## config.mk

```make
export PLATFORM = sky130hd
export DESIGN_NAME = usbctl_regs
export DESIGN_NICKNAME = d
export VERILOG_FILES = /design/src/rtl/usbctl_pkg.sv /design/src/rtl/usbctl_decode.sv /design/src/rtl/usbctl_cfg.sv /design/src/rtl/usbctl_irq.sv /design/src/rtl/usbctl_regs.sv
export SDC_FILE = /design/constraint.sdc
export NUM_CORES = 1
export LEC_CHECK = 0
export CAP_MARGIN = 10
export CORE_UTILIZATION = 38
export CTS_CLUSTER_SIZE = 20
export DETAILED_ROUTE_END_ITERATION = 12
export GPL_TIMING_DRIVEN = 0
export PLACE_DENSITY = 0.76
export SLEW_MARGIN = 10
export SYNTH_ARGS = -nofsm -noshare
export SYNTH_HDL_FRONTEND = slang
export SYNTH_SLANG_ARGS = --single-unit
```

## constraint.sdc

```tcl
create_clock -name clk -period 2.2 [get_ports clk]
set_clock_uncertainty 0.1 [all_clocks]
set_input_delay 0.33 -clock clk [delete_from_list [all_inputs] [get_ports clk]]
set_output_delay 0.33 -clock clk [all_outputs]
set_load 0.01 [all_outputs]
```

## src/rtl/usbctl_pkg.sv

```systemverilog
package usbctl_pkg;
  localparam int DATA_W  = 32;
  localparam int FILT_W  = 4;
  localparam int PORT_W  = 5;
  localparam int FLADJ_W = 6;
  localparam int IRQ_N   = 2;
  localparam int SRC_ADE = 0;
  localparam int SRC_HSE = 1;

  localparam logic [FLADJ_W-1:0] FLADJ_RST = 6'h20;

  // byte offsets of the implemented registers
  localparam int OFF_FILT   = 'h30;
  localparam int OFF_PORT   = 'h34;
  localparam int OFF_FLADJ  = 'h38;
  localparam int OFF_ENDIAN = 'h40;
  localparam int OFF_COH    = 'h44;
  localparam int OFF_BME    = 'h48;
  localparam int OFF_ERRCTL = 'h60;
  localparam int OFF_STAT   = 'h64;
  localparam int OFF_MASK   = 'h68;
  localparam int OFF_EN     = 'h6C;
  localparam int OFF_DIS    = 'h70;
  localparam int OFF_SPARE  = 'h78;

  typedef enum logic [3:0] {
    SEL_NONE, SEL_FILT, SEL_PORT, SEL_FLADJ, SEL_ENDIAN, SEL_COH, SEL_BME,
    SEL_ERRCTL, SEL_STAT, SEL_MASK, SEL_EN, SEL_DIS, SEL_SPARE
  } reg_sel_e;
endpackage

```

## src/rtl/usbctl_decode.sv

```systemverilog
module usbctl_decode
  import usbctl_pkg::*;
#(
  parameter int ADDR_W = 7
) (
  input  logic [ADDR_W-1:0] addr,
  output reg_sel_e          sel,
  output logic              hit
);
  localparam int WORD_W = ADDR_W - 2;

  logic [WORD_W-1:0] word;
  assign word = addr[ADDR_W-1:2];

  always_comb begin
    sel = SEL_NONE;
    if (addr[1:0] == 2'b00) begin
      case (word)
        WORD_W'(OFF_FILT   >> 2): sel = SEL_FILT;
        WORD_W'(OFF_PORT   >> 2): sel = SEL_PORT;
        WORD_W'(OFF_FLADJ  >> 2): sel = SEL_FLADJ;
        WORD_W'(OFF_ENDIAN >> 2): sel = SEL_ENDIAN;
        WORD_W'(OFF_COH    >> 2): sel = SEL_COH;
        WORD_W'(OFF_BME    >> 2): sel = SEL_BME;
        WORD_W'(OFF_ERRCTL >> 2): sel = SEL_ERRCTL;
        WORD_W'(OFF_STAT   >> 2): sel = SEL_STAT;
        WORD_W'(OFF_MASK   >> 2): sel = SEL_MASK;
        WORD_W'(OFF_EN     >> 2): sel = SEL_EN;
        WORD_W'(OFF_DIS    >> 2): sel = SEL_DIS;
        WORD_W'(OFF_SPARE  >> 2): sel = SEL_SPARE;
        default:                  sel = SEL_NONE;
      endcase
    end
  end

  assign hit = (sel != SEL_NONE);
endmodule

```

## src/rtl/usbctl_cfg.sv

```systemverilog
module usbctl_cfg
  import usbctl_pkg::*;
(
  input  logic               clk,
  input  logic               rst_n,
  input  logic               wr,
  input  reg_sel_e           sel,
  input  logic [DATA_W-1:0]  wdata,
  output logic [FILT_W-1:0]  filt_q,
  output logic [PORT_W-1:0]  port_q,
  output logic [FLADJ_W-1:0] fladj_q,
  output logic               endian_q,
  output logic               coh_q,
  output logic               bme_q,
  output logic               errctl_q,
  output logic [DATA_W-1:0]  spare_q
);
  always_ff @(posedge clk or negedge rst_n) begin
    if (!rst_n) begin
      filt_q   <= '0;
      port_q   <= '0;
      fladj_q  <= FLADJ_RST;
      endian_q <= 1'b0;
      coh_q    <= 1'b0;
      bme_q    <= 1'b1;
      errctl_q <= 1'b0;
      spare_q  <= '0;
    end else if (wr) begin
      // only the usable low bits are stored; the rest are dropped
      case (sel)
        SEL_FILT:   filt_q   <= wdata[FILT_W-1:0];
        SEL_PORT:   port_q   <= wdata[PORT_W-1:0];
        SEL_FLADJ:  fladj_q  <= wdata[FLADJ_W-1:0];
        SEL_ENDIAN: endian_q <= wdata[0];
        SEL_COH:    coh_q    <= wdata[0];
        SEL_BME:    bme_q    <= wdata[0];
        SEL_ERRCTL: errctl_q <= wdata[0];
        SEL_SPARE:  spare_q  <= wdata;
        default: ;
      endcase
    end
  end
endmodule

```

## src/rtl/usbctl_irq.sv

```systemverilog
module usbctl_irq
  import usbctl_pkg::*;
#(
  parameter int N = IRQ_N
) (
  input  logic         clk,
  input  logic         rst_n,
  input  logic         wr,
  input  reg_sel_e     sel,
  input  logic [N-1:0] wdata,
  input  logic [N-1:0] evt,
  output logic [N-1:0] stat_q,
  output logic [N-1:0] mask_q,
  output logic         irq_q
);
  for (genvar i = 0; i < N; i++) begin : g_src
    // status: a hardware event has priority over a write-one clear
    always_ff @(posedge clk or negedge rst_n) begin
      if (!rst_n)                                   stat_q[i] <= 1'b0;
      else if (evt[i])                              stat_q[i] <= 1'b1;
      else if (wr && sel == SEL_STAT && wdata[i])   stat_q[i] <= 1'b0;
    end

    // mask: only moved by the enable and disable strobes
    always_ff @(posedge clk or negedge rst_n) begin
      if (!rst_n)                                   mask_q[i] <= 1'b1;
      else if (wr && sel == SEL_EN && wdata[i])     mask_q[i] <= 1'b0;
      else if (wr && sel == SEL_DIS && wdata[i])    mask_q[i] <= 1'b1;
    end
  end

  always_ff @(posedge clk or negedge rst_n) begin
    if (!rst_n) irq_q <= 1'b0;
    else        irq_q <= |(stat_q & ~mask_q);
  end
endmodule

```

## src/rtl/usbctl_regs.sv

```systemverilog
module usbctl_regs
  import usbctl_pkg::*;
#(
  parameter int ADDR_W = 7
) (
  input  logic               clk,
  input  logic               rst_n,
  input  logic               psel,
  input  logic               penable,
  input  logic               pwrite,
  input  logic [ADDR_W-1:0]  paddr,
  input  logic [DATA_W-1:0]  pwdata,
  output logic [DATA_W-1:0]  prdata,
  output logic               pslverr,
  input  logic               hse_evt,
  input  logic               ade_evt,
  output logic               irq,
  output logic [FILT_W-1:0]  filt_bypass,
  output logic [PORT_W-1:0]  port_cfg,
  output logic [FLADJ_W-1:0] fladj,
  output logic               big_endian,
  output logic               coherent,
  output logic               bus_master_en,
  output logic [DATA_W-1:0]  spare_word
);
  reg_sel_e           sel;
  logic               hit;
  logic               acc;
  logic               wr;
  logic               errctl_q;
  logic [IRQ_N-1:0]   evt;
  logic [IRQ_N-1:0]   stat_q;
  logic [IRQ_N-1:0]   mask_q;

  assign acc = psel && penable;
  assign wr  = acc && pwrite && hit;

  usbctl_decode #(.ADDR_W(ADDR_W)) u_dec (
    .addr (paddr),
    .sel  (sel),
    .hit  (hit)
  );

  usbctl_cfg u_cfg (
    .clk      (clk),
    .rst_n    (rst_n),
    .wr       (wr),
    .sel      (sel),
    .wdata    (pwdata),
    .filt_q   (filt_bypass),
    .port_q   (port_cfg),
    .fladj_q  (fladj),
    .endian_q (big_endian),
    .coh_q    (coherent),
    .bme_q    (bus_master_en),
    .errctl_q (errctl_q),
    .spare_q  (spare_word)
  );

  always_comb begin
    evt          = '0;
    evt[SRC_HSE] = hse_evt;
    evt[SRC_ADE] = ade_evt || (acc && !hit);
  end

  usbctl_irq #(.N(IRQ_N)) u_irq (
    .clk    (clk),
    .rst_n  (rst_n),
    .wr     (wr),
    .sel    (sel),
    .wdata  (pwdata[IRQ_N-1:0]),
    .evt    (evt),
    .stat_q (stat_q),
    .mask_q (mask_q),
    .irq_q  (irq)
  );

  always_comb begin
    prdata = '0;
    case (sel)
      SEL_FILT:   prdata[FILT_W-1:0]  = filt_bypass;
      SEL_PORT:   prdata[PORT_W-1:0]  = port_cfg;
      SEL_FLADJ:  prdata[FLADJ_W-1:0] = fladj;
      SEL_ENDIAN: prdata[0]           = big_endian;
      SEL_COH:    prdata[0]           = coherent;
      SEL_BME:    prdata[0]           = bus_master_en;
      SEL_ERRCTL: prdata[0]           = errctl_q;
      SEL_STAT:   prdata[IRQ_N-1:0]   = stat_q;
      SEL_MASK:   prdata[IRQ_N-1:0]   = mask_q;
      SEL_SPARE:  prdata              = spare_word;
      default:    prdata              = '0;
    endcase
  end

  assign pslverr = acc && !hit && errctl_q;
endmodule

```

==> metrics.txt <==
# TYPE chip_impl_metric gauge
chip_impl_info{name="outcome",value="complete, but fails checks"} 1
chip_impl_info{name="violated_checks",value="setup timing"} 1
chip_impl_info{name="reg2reg_from",value="u_cfg.endian_q"} 1
chip_impl_info{name="grt_setup_unrepaired",value="yes"} 1
chip_impl_metric{name="tritoncts.num_buffers",unit=""} 5
chip_impl_metric{name="number_of_synthesized_register_bits",unit=""} 56
chip_impl_metric{name="final_layout_size_suffix_gt1_share",unit="%"} 46.1
chip_impl_metric{name="first_iter_violations",unit=""} 129
chip_impl_metric{name="synth_edf_count",unit=""} 0
chip_impl_metric{name="clock_latency",unit="ns"} 0.30
chip_impl_metric{name="start_util",unit="%"} 40.1
chip_impl_metric{name="synth_area",unit="um^2"} 2970
chip_impl_metric{name="seq_total_area_yosys",unit="%"} 47.3
chip_impl_metric{name="worst-path-max-fanout",unit=""} 6
chip_impl_metric{name="postSynthAreaPerCell",unit="um^2"} 11.8
chip_impl_metric{name="io_buffers",unit=""} 128
chip_impl_metric{name="route.detailed.vias_per_inst",unit=""} 5.24
chip_impl_metric{name="postSynth.asyncResetShare",unit="%"} 100
chip_impl_metric{name="worstRegToRegCells",unit=""} 3
chip_impl_metric{name="ctsLongestPathBuffers",unit=""} 2
chip_impl_info{name="timing.hold.worst.class",value="input port to flip-flop"} 1
chip_impl_info{name="yosys.cell_count.top_type",value="dfrtp_1"} 1
chip_impl_metric{name="hold_depth",unit=""} 3
chip_impl_metric{name="place_ws",unit="ns"} -1.61
chip_impl_metric{name="drt.antenna.violating_nets",unit=""} 0
chip_impl_info{name="timing.critical_path.mode_cell",value="buf_6"} 1
chip_impl_metric{name="r2r_slack",unit="ns"} 1.18
chip_impl_metric{name="finalWeightedCongestion",unit=""} 0.819
chip_impl_metric{name="antenna-diode-count",unit=""} 0
chip_impl_metric{name="number_of_global_route_vias_before_repair",unit=""} 2841
chip_impl_metric{name="clock-sinks",unit=""} 56
chip_impl_info{name="setup.worst_path.class",value="input port to output pin"} 1
chip_impl_metric{name="detail_route.drc_violations",unit=""} 0
chip_impl_metric{name="setup_ws",unit="ns"} -0.306
chip_impl_info{name="cts_tree",value="yes"} 1
chip_impl_metric{name="dp_hpwl",unit="mm"} 6.36
chip_impl_metric{name="slew_violations",unit=""} 0
chip_impl_metric{name="timing.final.hold_violations",unit=""} 0
chip_impl_info{name="hold_start",value="pwdata[0]"} 1
chip_impl_metric{name="max_clock_freq",unit="GHz"} 0.399
chip_impl_metric{name="whs",unit="ns"} 0.368
chip_impl_metric{name="nets",unit=""} 473
chip_impl_metric{name="pin_count",unit=""} 130
chip_impl_metric{name="syn-instance-count",unit=""} 252
chip_impl_metric{name="initial_antenna_violation_count",unit=""} 0
chip_impl_metric{name="grt_pass1_wl",unit="mm"} 15.1
chip_impl_metric{name="p_per_area",unit="nW/um^2"} 417
chip_impl_metric{name="ir_worst_vdd",unit="uV"} 281
chip_impl_info{name="timing.critical_path.to_type",value="output pin"} 1
chip_impl_info{name="cp_cell_sequence",value="buf_12 > inv_12 > ha_4 > a21oi_2 > nor4_2 > o21a_2 > buf_6 > nor3_4 > buf_12 > buf_6 > a32o_2 > buf_6"} 1
chip_impl_metric{name="min_period",unit="ns"} 2.51
chip_impl_metric{name="placement_rows",unit=""} 31
chip_impl_metric{name="stdcell_count",unit=""} 522
chip_impl_metric{name="fp.coreArea",unit="um^2"} 7410
chip_impl_metric{name="dp.cells",unit=""} 480
chip_impl_metric{name="areaGrowthSynthToFinish",unit="%"} 78.6
chip_impl_metric{name="worst_slew_pin_slew",unit="ns"} 0.597
chip_impl_metric{name="wirelength",unit="mm"} 9.65
chip_impl_metric{name="grt_start_max_net_pins",unit=""} 35
chip_impl_metric{name="drv_cap",unit=""} 0
chip_impl_metric{name="synth_cell_type_count",unit=""} 47
chip_impl_metric{name="max_stage_delay",unit="ns"} 0.32
chip_impl_metric{name="leakagePower",unit="nW"} 2.41
chip_impl_info{name="synthTopCellsByArea",value="dfrtp_1 44%, mux2_1 11%, mux2_2 8.3%"} 1
chip_impl_metric{name="critPathRequiredTime",unit="ns"} 1.77
chip_impl_info{name="crit-reg2reg-capture",value="u_cfg.endian_q"} 1
chip_impl_info{name="ys_top_cells_by_count",value="52 x dfrtp_1, 30 x mux2_1, 28 x and2_1"} 1
chip_impl_metric{name="detail_route.wl_per_cell",unit="um"} 18.5
chip_impl_metric{name="fp.dieH",unit="um"} 90.5
chip_impl_metric{name="synth_warn",unit=""} 0
chip_impl_info{name="clk_root_buffer_cell",value="clkbuf_8"} 1
chip_impl_metric{name="design.die.area",unit="um^2"} 8180
chip_impl_metric{name="worstPathArrival",unit="ns"} 2.08
chip_impl_metric{name="max-slew-margin-rel",unit="%"} 60.1
chip_impl_info{name="cp-start-kind",value="input port"} 1
chip_impl_info{name="synth_top_area_cell",value="dfrtp_1"} 1
chip_impl_metric{name="grt_use_total",unit="%"} 23.6
chip_impl_metric{name="min_period_over_period",unit="%"} 114
chip_impl_metric{name="synth.net_count",unit=""} 303
chip_impl_metric{name="total_via_count_after_detailed_routing",unit=""} 2735
chip_impl_metric{name="first_drt_pass_iteration_count",unit=""} 4
chip_impl_info{name="hold_end",value="u_irq.mask_q[0]"} 1
chip_impl_metric{name="setup_violations",unit=""} 70
chip_impl_metric{name="h-tree-depth",unit=""} 2
chip_impl_info{name="synth-main-ff-cell",value="dfrtp_1"} 1
chip_impl_metric{name="grt-ovfl-total",unit=""} 0
chip_impl_metric{name="clkTransAtPathRegs",unit="ns"} 0.09
chip_impl_metric{name="yosysTopAreaCellShare",unit="%"} 43.8
chip_impl_info{name="slowest_stage_cell_cp",value="nor4_2"} 1
chip_impl_metric{name="fp.dieW",unit="um"} 90.5
[kinds of logic after synthesis]
group / count (synthesis) / synth area share [%]
AND/OR/NAND/NOR: 71 / 15.7
multiplexers: 58 / 21.8
flip-flops: 56 / 47.3
AO/OA/AOI/OAI: 34 / 8.42
buffers and inverters: 28 / 4.67
adder cells (fa/ha/maj): 5 / 2.10
[flip-flops by register name (all words and copies together), names as in the netlist]
signal	flops
u_cfg.spare_q	32
u_cfg.fladj_q	6
u_cfg.port_q	5
u_cfg.filt_q	4
u_irq.mask_q	2
u_irq.stat_q	2
u_cfg.bme_q	1
u_cfg.coh_q	1
u_cfg.endian_q	1
u_cfg.errctl_q	1
u_irq.irq_q	1
[worst max path at each step]
stage                         from   endpoint  slack (ns)  cells after the start
final                     paddr[3]  prdata[5]       -0.31                     12
after global routing      paddr[2]  prdata[0]       -0.43                     10
after CTS                 paddr[3]  prdata[0]       -0.29                     11
after detailed placement  paddr[2]  prdata[4]       -1.61                      9
after global placement    paddr[2]  prdata[4]       -1.57                      9
after floorplan           paddr[3]  prdata[0]       -0.07                      8
[cells in the final DEF (no fill, tap or decap), drive strengths merged, types with 2 or more instances in the layout]
cell type      count
nor2b              2
buf               80
a31oi              2
nor3               2
dfstp              4
and4               3
nand2              2
a2111oi            3
o22ai              3
o32ai              3
nand4              4
o31ai              2
mux2              52
o21bai             2
nor2               5
and3b              2
clkbuf            15
dfrtp             52
o21ai              5
mux2i              6
nor4               5
inv               12
ha                 5
a211o              2
nand3              7
a21oi              3
and2              28
clkdlybuf4s50     87
nand2b             2
clkdlybuf4s15      2
nor3b              5
and3               4
[repair_timing]
action | CTS | global route
pin swaps | 42 | 6
buffers inserted | 26 | 5
endpoints found under the hold margin | 19 | 0
hold buffers | 1 | 0
setup endpoints to repair | 88 | 80
resized for setup | 242 | 57
cloned | 4 | 0
[through the flow]
step / instance area [um^2] / total power, mW / utilization [%] / TNS [ns]
3_5_place_dp: 4490 / 1.47 / 60.6 / -101.21
3_3_place_gp: 4480 / 1.46 / 60.4 / -152.00
6_report: 5310 / 2.21 / 71.7 / -9.50
2_1_floorplan: 3070 / 1.25 / - / -0.725
5_1_grt: 5310 / 2.30 / 71.7 / -15.17
4_1_cts: 5090 / 2.20 / 68.7 / -6.64
[worst max-delay path: cells and delay by family]
family	cells	cell delay, ns
simple gates	2	0.36
compound gates	3	0.52
fa+ha+maj	1	0.25
buf+inv	6	0.62
[final cells by class]
cell class,count,area [um^2]
timing repair buffer,164,1630
fill,499,2100
clock inverter,2,35.0
clock buffer,6,72.6
buffer,15,204
inverter,12,62.6
multi-input combinational,168,1780
tap,99,124
sequential,56,1410
[power by group]
part	switching, mW	internal, mW	total (mW)
logic	0.193	0.258	0.451
clock network	0.330	0.339	0.668
registers	0.0321	1.06	1.10
[layer usage]
metal / global-route usage, % / vias to the layer above / share of wire, %
met3: 3.54 / 17 / 4.9
met2: 42.7 / 94 / 54
li1: - / 1259 / -
met1: 28.9 / 1365 / 40
met4: 6.72 / 0 / 1.9
met5: 0 / - / 0
No activity file was read; power rests on OpenSTA's default activity.
